$ cat src/rtl/i80_wr_engine.sv
module i80_wr_engine #(
  parameter int DW   = 16,
  parameter int DIMW = 12
) (
  input  logic            clk,
  input  logic            rst_n,
  input  logic            cfg_wr,
  input  logic [3:0]      cfg_be,
  input  logic [31:0]     cfg_wdata,
  input  logic            trg_wr,
  input  logic [31:0]     trg_wdata,
  input  logic [DIMW-1:0] frm_w,
  input  logic [DIMW-1:0] frm_h,
  input  logic            te_in,
  input  logic [DW-1:0]   pix_data,
  input  logic            pix_valid,
  output logic            pix_ready,
  output logic            cs_n,
  output logic            wr_n,
  output logic [DW-1:0]   bus_data,
  output logic            busy,
  output logic            done_pulse,
  output logic            done_flag,
  input  logic            done_clr
);
  localparam int CNTW = 2 * DIMW;

  typedef enum logic [2:0] {S_IDLE, S_LOAD, S_CSS, S_WSU, S_ACT, S_HOLD} st_t;

  st_t            st, nst;
  logic [3:0]     cnt, ncnt;
  logic [CNTW-1:0] left;
  logic [CNTW-1:0] frame_n;
  logic           en_q;
  logic [3:0]     c_cs, c_ws, c_act, c_hold;
  logic [3:0]     t_cs, t_ws, t_act, t_hold;
  logic           tm_sw, tm_hwen, tm_unmask, tm_rep, hw_arm;
  logic           te_q;
  logic           sw_fire, hw_fire, start, fin, last;
  logic [DW-1:0]  bus_q;
  logic           unused_bits;

  assign unused_bits = ^{cfg_wdata[31:20], cfg_wdata[3:1], cfg_be[3],
                         trg_wdata[30:5], trg_wdata[2]};

  assign frame_n = CNTW'(frm_w) * CNTW'(frm_h);
  assign sw_fire = trg_wr & trg_wdata[1] & trg_wdata[0];
  assign hw_fire = te_in & ~te_q & tm_hwen & tm_unmask & ~tm_sw & (tm_rep | hw_arm);
  assign start   = (st == S_IDLE) & en_q & (sw_fire | hw_fire) & (frame_n != '0);
  assign last    = (left == CNTW'(1));

  assign pix_ready = (st == S_LOAD);
  assign cs_n      = ~(st == S_CSS || st == S_WSU || st == S_ACT || st == S_HOLD);
  assign wr_n      = ~(st == S_ACT);
  assign bus_data  = bus_q;
  assign busy      = (st != S_IDLE);

  always_comb begin
    nst  = st;
    ncnt = cnt;
    fin  = 1'b0;
    case (st)
      S_IDLE: if (start) nst = S_LOAD;
      S_LOAD:
        if (pix_valid) begin
          if (t_cs != 4'd0) begin
            nst = S_CSS; ncnt = t_cs - 4'd1;
          end else if (t_ws != 4'd0) begin
            nst = S_WSU; ncnt = t_ws - 4'd1;
          end else begin
            nst = S_ACT; ncnt = t_act;
          end
        end
      S_CSS:
        if (cnt != 4'd0) ncnt = cnt - 4'd1;
        else if (t_ws != 4'd0) begin
          nst = S_WSU; ncnt = t_ws - 4'd1;
        end else begin
          nst = S_ACT; ncnt = t_act;
        end
      S_WSU:
        if (cnt != 4'd0) ncnt = cnt - 4'd1;
        else begin
          nst = S_ACT; ncnt = t_act;
        end
      S_ACT:
        if (cnt != 4'd0) ncnt = cnt - 4'd1;
        else if (t_hold != 4'd0) begin
          nst = S_HOLD; ncnt = t_hold - 4'd1;
        end else fin = 1'b1;
      S_HOLD:
        if (cnt != 4'd0) ncnt = cnt - 4'd1;
        else fin = 1'b1;
      default: nst = S_IDLE;
    endcase
    if (fin) nst = last ? S_IDLE : S_LOAD;
  end

  always_ff @(posedge clk or negedge rst_n) begin
    if (!rst_n) begin
      en_q   <= 1'b0;
      c_cs   <= 4'd0;
      c_ws   <= 4'd0;
      c_act  <= 4'd1;
      c_hold <= 4'd0;
    end else if (cfg_wr) begin
      if (cfg_be[0]) begin
        en_q   <= cfg_wdata[0];
        c_hold <= cfg_wdata[7:4];
      end
      if (cfg_be[1]) begin
        c_act <= cfg_wdata[11:8];
        c_ws  <= cfg_wdata[15:12];
      end
      if (cfg_be[2]) c_cs <= cfg_wdata[19:16];
    end
  end

  always_ff @(posedge clk or negedge rst_n) begin
    if (!rst_n) begin
      tm_sw     <= 1'b0;
      tm_hwen   <= 1'b0;
      tm_unmask <= 1'b0;
      tm_rep    <= 1'b0;
      hw_arm    <= 1'b0;
      te_q      <= 1'b0;
    end else begin
      te_q <= te_in;
      if (trg_wr) begin
        tm_sw     <= trg_wdata[0];
        tm_hwen   <= trg_wdata[3];
        tm_unmask <= trg_wdata[4];
        tm_rep    <= trg_wdata[31];
        hw_arm    <= trg_wdata[3] & trg_wdata[4];
      end else if (start && hw_fire && !tm_rep) begin
        hw_arm <= 1'b0;
      end
    end
  end

  always_ff @(posedge clk or negedge rst_n) begin
    if (!rst_n) begin
      st         <= S_IDLE;
      cnt        <= 4'd0;
      left       <= '0;
      t_cs       <= 4'd0;
      t_ws       <= 4'd0;
      t_act      <= 4'd0;
      t_hold     <= 4'd0;
      bus_q      <= '0;
      done_pulse <= 1'b0;
      done_flag  <= 1'b0;
    end else begin
      st         <= nst;
      cnt        <= ncnt;
      done_pulse <= fin & last;
      if (start) begin
        left   <= frame_n;
        t_cs   <= c_cs;
        t_ws   <= c_ws;
        t_act  <= c_act;
        t_hold <= c_hold;
      end else if (fin) begin
        left <= left - CNTW'(1);
      end
      if (st == S_LOAD && pix_valid) bus_q <= pix_data;
      if (fin && last)   done_flag <= 1'b1;
      else if (done_clr) done_flag <= 1'b0;
    end
  end
endmodule

$ cat config.mk
export PLATFORM = sky130hd
export DESIGN_NAME = i80_wr_engine
export DESIGN_NICKNAME = d
export VERILOG_FILES = /design/src/rtl/i80_wr_engine.sv
export SDC_FILE = /design/constraint.sdc
export NUM_CORES = 1
export LEC_CHECK = 0
export BUFFER_PORTS_ARGS = -buffer_cell sky130_fd_sc_hd__buf_2
export CAP_MARGIN = 20
export CORE_MARGIN = 2
export CORE_UTILIZATION = 61
export CTS_BUF_LIST = sky130_fd_sc_hd__clkbuf_4 sky130_fd_sc_hd__clkbuf_8
export CTS_CLUSTER_SIZE = 24
export DETAILED_ROUTE_END_ITERATION = 10
export PLACE_DENSITY_LB_ADDON = 0.25
export SYNTH_ARGS = -nofsm -noshare
export SYNTH_HDL_FRONTEND = slang
export SYNTH_SLANG_ARGS = --single-unit
$ cat constraint.sdc
create_clock -name clk -period 3.25 [get_ports clk]
set_input_delay 0.1625 -clock clk [delete_from_list [all_inputs] [get_ports clk]]
set_output_delay 0.1625 -clock clk [all_outputs]
set_load 0.01 [all_outputs]
==> results.ini, run 1 <==
[setup_path]
critPathRequiredTime_ps=3500
path_max_fanout=8
start_kind=input port
reg2reg_to=left[15]$_DFFE_PN0P_
r2r_setup_slack_ps=380
r2r_start=st[2]$_DFFE_PN0P_
cp-end-kind=register
crit_type=in -> reg
r2r.worst_path.cells=9
crit_start=frm_w[7]
cp.arrival_ps=5510

[synthesis]
yosys.area.top_type=dfrtp_1
synth_cells=985
synth_area_um2=9430
yosysTopAreaCellShare=0.231
ys_async_sr_fraction=1.00
ys_types=72
synth_edf_count=0
ys_seq_area_frac=0.234
ys_warn_count=0
ys_top_cells_by_area=dfrtp_1, fa_1, ha_1, and2_1, inv_1
synth_most_common_cell=inv_1
ys_top_cells_by_count=inv_1, nand2_1, fa_1
synth_ff_type=dfrtp_1
syn-mean-instance-area_um2=9.58
synth_nets=1271
ys_ff_latch=88

[worst_hold_path]
whs_path_depth=2
hold_end=c_ws[2]$_DFFE_PN0P_
hp-class=in -> reg
min-delay-start=cfg_wdata[14]

[outcome]
status=finished with violations
violations=negative setup slack

[power]
clockPowerShare=0.055
p_leak_nw=5.74
power_frac_seq=0.133
irDropWorstVdd_v=0.00109
comb_power_share=0.812
p_int_mw=7.99
power.density_nw_per_um2=1200
finalPower_mw=14.4
p_sw_mw=6.46
switching_share=0.447

[cts]
cts_root_buf=clkbuf_8
cts.clk_slew.worst_paths_ps=100
cts.htree.levels=3
cts_inserted_buffers=9
insertion_delay_ps=360
cts.sinks=88
clock_path_buffers=2
cts_tree=built

[floorplan]
start_util=0.623
coreArea_um2=15100
io_pins=137
die_w_um=128
dieHeight_um=128
dieArea_um2=16500
row_count=45

[drt]
vias=7923
post-route-drc-count=0
via_per_inst=5.74
drt_iter0_drc=448
dr.pass1.iters=6
wl_um=23500
antenna_left=0
wl_per_cell_um=17.0

[sta]
rsz0062_at_grt=yes
tightestPinTransition_ps=843
setup_violations=42
skew_ps=20.4
hold_viol=0
relSlewSlack=0.435
slew_violations=0
post-route-period-util=1.62
maxClockFrequency_ghz=0.190
period_minus_slack_ps=5260
fin_ws_ps=-2010

[final_layout]
layout-area-overhead-vs-synth_pct=27.6
n_antenna_cell=0
nets=1475
design_area_um2=12000
drive_above_1_share=0.339

[grt]
grt_pass1_wl_um=37500
antenna_found_initial=0
overflow=0
grt_max_degree=89
grt_pass1_vias=8154
grt.total_usage=0.284

[placed_design]
place_ws_ps=-2480
dp.final_hpwl_um=17500
numPortBuffers=93
gp_congestion=0.892
place_area_um2=11000

[run]
cap_viol_max_count=0

power by group through the flow:
stage                     clock (mW)  combinational, mW  sequential (mW)
after floorplan                    0               5.67             1.83
after global placement             0               9.19             1.90
after detailed placement           0               9.38             1.93
after CTS                      0.804               10.5             1.91
after global routing           0.842               12.6             1.99
final                          0.791               11.7             1.93
layout make-up:
class                           count  area [um^2]
Clock buffer                        9          124
Sequential cell                    88         2200
Timing Repair Buffer              241         1930
Multi-Input combinational cell    725         7010
Tap cell                          188          235
Fill cell                         893         3110
Clock inverter                      6         75.1
Inverter                          124          465
layout by cell type, fill, tap and decap left out, drive strengths merged, types with 33 or more instances in the layout:
cell type,Yosys,final
buf,13,239
inv,124,128
nand2,119,119
fa,100,100
dfrtp,87,87
and2,80,80
ha,71,71
mux2,58,58
nor2,38,38
o21ai,33,33
worst max-delay path, cell delays in order:
cell and delay, ps:
buf_6 120, nand2_2 70, fa_2 570, fa_1 440
fa_2 550, fa_1 420, fa_1 490, inv_1 40
ha_2 170, buf_4 160, a21oi_4 210, nand2_1 120
o21ai_2 240, xor2_1 280, nand2_1 110, nor4b_2 320
and4_4 290, a21o_4 250, buf_8 180, mux2_4 310
kinds of logic after synthesis:
kind of cell               Yosys count  synth area share
adders and majority gates          171             0.306
and+or+nand+nor                    315             0.168
DFF                                 88             0.234
xor gates and xnor gates            40            0.0371
AOI/OAI and AO/OA                  130            0.0956
muxes                               69            0.0865
buffers and inverters              172            0.0728
through the flow:
stage | hold WS, ps | TNS [ps] | utilization | cells
2_1_floorplan | -133 | -84570 | - | 985
3_3_place_gp | 288 | -96220 | 0.724 | 1338
3_5_place_dp | 287 | -98540 | 0.724 | 1338
4_1_cts | 11.7 | -74690 | 0.777 | 1370
5_1_grt | 16.7 | -88390 | 0.795 | 1381
6_report | 23.6 | -79890 | 0.795 | 1381
state kept, by name, summed over array words and instances, names as in the netlist, 4 cells and up:
signal    count
left         24
bus_data     16
c_act         4
c_cs          4
c_hold        4
c_ws          4
cnt           4
t_act         4
t_cs          4
t_hold        4
t_ws          4
timing repair:
action / 4_1_cts / 5_1_grt
gates resized for setup: 104 / 39
endpoints found under the setup margin: 42 / 42
hold buffers: 1 / 1
buffers inserted: 13 / 11
pin swaps: 46 / 42
gates cloned: 3 / 0
endpoints found under the hold margin: 1 / 35
worst max path at each step:
stage	slack, ps	to
2_1_floorplan	-2150	left[3]$_DFFE_PN0P_
3_3_place_gp	-2420	t_act[0]$_DFFE_PN0P_
3_5_place_dp	-2480	t_act[2]$_DFFE_PN0P_
4_1_cts	-1880	left[7]$_DFFE_PN0P_
5_1_grt	-2200	left[7]$_DFFE_PN0P_
6_report	-2010	left[7]$_DFFE_PN0P_
routing by layer:
layer	routed length (um)	GRT usage	up-vias
li1	-	-	3660
met1	9110	0.340	3931
met2	12700	0.531	266
met3	997	0.0291	66
met4	695	0.0989	0
met5	0	0	-
(Power assumes the default switching activity.)
==> inputs of run 2 (changes only) <==
--- a/config.mk
+++ b/config.mk
@@ -5,11 +5,11 @@
 export SDC_FILE = /design/constraint.sdc
 export NUM_CORES = 1
 export LEC_CHECK = 0
+export ABC_AREA = 1
 export BUFFER_PORTS_ARGS = -buffer_cell sky130_fd_sc_hd__buf_2
 export CAP_MARGIN = 20
 export CORE_MARGIN = 2
-export CORE_UTILIZATION = 61
-export CTS_BUF_LIST = sky130_fd_sc_hd__clkbuf_4 sky130_fd_sc_hd__clkbuf_8
+export CORE_UTILIZATION = 60
 export CTS_CLUSTER_SIZE = 24
 export DETAILED_ROUTE_END_ITERATION = 10
 export PLACE_DENSITY_LB_ADDON = 0.25
==> results.ini, run 2 <==
[synthesis]
yosys.area.top_type=dfrtp_1
synth_most_common_cell=nand2_1
ys_warn_count=0
synth_edf_count=0
yosysTopAreaCellShare=0.222
ys_ff_latch=88
synth_area_um2=9810
ys_async_sr_fraction=1.00
synth_cells=1317
synth_nets=1603
ys_top_cells_by_area=dfrtp_1, fa_1, nand2_1, inv_1, ha_1
ys_types=41
syn-mean-instance-area_um2=7.45
ys_top_cells_by_count=nand2_1, inv_1, fa_1
ys_seq_area_frac=0.225
synth_ff_type=dfrtp_1

[worst_hold_path]
hp-class=in -> reg

[placed_design]
dp.final_hpwl_um=19000
numPortBuffers=93
gp_congestion=0.924

[drt]
drt_iter0_drc=818
met3_length_um=1600
vias=9251
via_per_inst=5.33
post-route-drc-count=0
met1Wirelength_um=10400
wl_um=25300
wl_per_cell_um=14.6
antenna_left=0
top_layer_used=met4
wl_met2_um=12800
dr.pass1.iters=8

[sta]
relSlewSlack=0.393
hold_ws_ps=14.2
fin_ws_ps=-1520
period_minus_slack_ps=4770
setup_violations=44
post-route-period-util=1.47
rsz0062_at_grt=yes
skew_ps=7.71
slew_violations=0
maxClockFrequency_ghz=0.210
tightestPinTransition_ps=904
hold_viol=0

[cts]
cts.htree.levels=3
cts_inserted_buffers=9
cts_tree=built
insertion_delay_ps=340
cts.sinks=88
clock_path_buffers=2
cts_root_buf=clkbuf_16
cts.clk_slew.worst_paths_ps=70

[grt]
antenna_found_initial=0
grt_pass1_vias=9365
overflow=0
grt.total_usage=0.292
grt_max_degree=61
grt_pass1_wl_um=42300

[floorplan]
coreArea_um2=15900
io_pins=137
start_util=0.615
dieHeight_um=132
row_count=46
dieArea_um2=17400
die_w_um=132

[final_layout]
n_antenna_cell=0
multi_input_area_um2=6890
drive_above_1_share=0.274
final_common_cell=nand2_1
final_cell_mix=nand2_1, inv_1, buf_4, fa_1, dfrtp_1
fillers=1087
nets=1801
regArea_um2=2200
layout-area-overhead-vs-synth_pct=28.0
regMostFlops=left
largest_reg_flops=24

[setup_path]
crit_type=in -> reg
cp.arrival_ps=5050
path_max_fanout=6
r2r_setup_slack_ps=780
critPathRequiredTime_ps=3540
start_kind=input port
cp-end-kind=register

[power]
p_leak_nw=6.87
finalPower_mw=13.2
irDropWorstVdd_v=0.000903
power.density_nw_per_um2=1050

[outcome]
status=finished with violations
violations=negative setup slack

[run]
cap_viol_max_count=0

## run 2: changes by cell type after synthesis, moves of 8 or more
cell and change:
xnor2_1 -8, nor3_1 -11, mux2i_1 -11, mux2_4 -14, nand3_1 +42, nand2_1 +257
xor2_1 -10, or3_1 -8, inv_1 +172, and2_1 -77, nor2_1 +57, o21ai_0 +22
## run 2: critical path, stage by stage
cell and delay [ps]:
buf_12 110, nand2_4 60, inv_2 30, fa_1 550
inv_2 40, fa_1 570, fa_1 440, fa_1 490
fa_1 530, inv_2 50, ha_4 270, a21oi_2 200
o21ai_1 120, a21oi_2 160, nand2_1 70, nand2_1 70
nand2_1 90, nor2_1 100, nand2_1 60, nor2_1 90
nand2_1 100, nand2_4 170, buf_6 160, nand3_4 90
nand2_2 100, nand2_1 90, nand2_1 70
## run 2: metrics by stage
stage                     utilization  setup TNS (ps)  cell area, um^2  setup slack, ps  std cells
after global routing            0.787          -72980            12600            -1740       1736
after global placement          0.717          -77920            11400            -1820       1696
final                           0.787          -63320            12600            -1520       1736
after CTS                       0.760          -60220            12100            -1410       1727
after floorplan                     -          -54400            10200            -1310       1317
after detailed placement        0.717          -81790            11400            -1940       1696
## run 2: cell type report
| class | instances | area share |
|---|---|---|
| sequential | 88 | 0.176 |
| timing repair buffer | 223 | 0.142 |
| clock inverter | 6 | 0.00349 |
| multi-input combinational | 894 | 0.549 |
| inverter | 299 | 0.0900 |
| clock buffer | 10 | 0.0190 |
| tap | 216 | 0.0215 |
## run 2: power by group
group	internal, mW	leakage [nW]	total [mW]	switching, mW
sequential	1.53	1.05	1.94	0.410
combinational	4.71	5.68	10.2	5.52
clock	0.542	0.139	0.986	0.445
total	6.79	6.87	13.2	6.37
## run 2: final timing paths
| check | start | to | cells past startpoint |
|---|---|---|---|
| hold / removal | done_clr | done_flag$_DFFE_PN0P_ | 2 |
| setup reg to reg | st[2]$_DFFE_PN0P_ | left[10]$_DFFE_PN0P_ | 12 |
| max in group asynchronous | rst_n | bus_data[3]$_DFFE_PN0P_ | 3 |
| hold reg to reg | c_hold[2]$_DFFE_PN0P_ | t_hold[2]$_DFFE_PN0P_ | 2 |
| setup / recovery | frm_h[8] | st[2]$_DFFE_PN0P_ | 27 |
| min in group asynchronous | rst_n | left[2]$_DFFE_PN0P_ | 2 |
## run 2: layer usage
metal,track usage,vias up
met5,0,-
met3,0.0446,52
li1,-,4393
met1,0.380,4470
met2,0.516,336
met4,0.0640,0
## run 2: cell families after synthesis
kind of cell,Yosys count,synth area share
AO/OA/AOI/OAI,113,0.0651
XOR/XNOR,22,0.0196
adder cells (fa/ha/maj),171,0.295
buffers and inverters,335,0.131
flip-flops,88,0.225
multiplexers,30,0.0344
AND/OR/NAND/NOR,558,0.230
## run 2: repair_timing
item                                   in CTS  in global routing
resized for setup                          99                 93
gates cloned                                1                  4
endpoints found under the hold margin      58                  0
setup buffers                              12                  5
pin swaps                                  26                 44
setup endpoints to repair                  44                 44
hold buffers                                2                  0
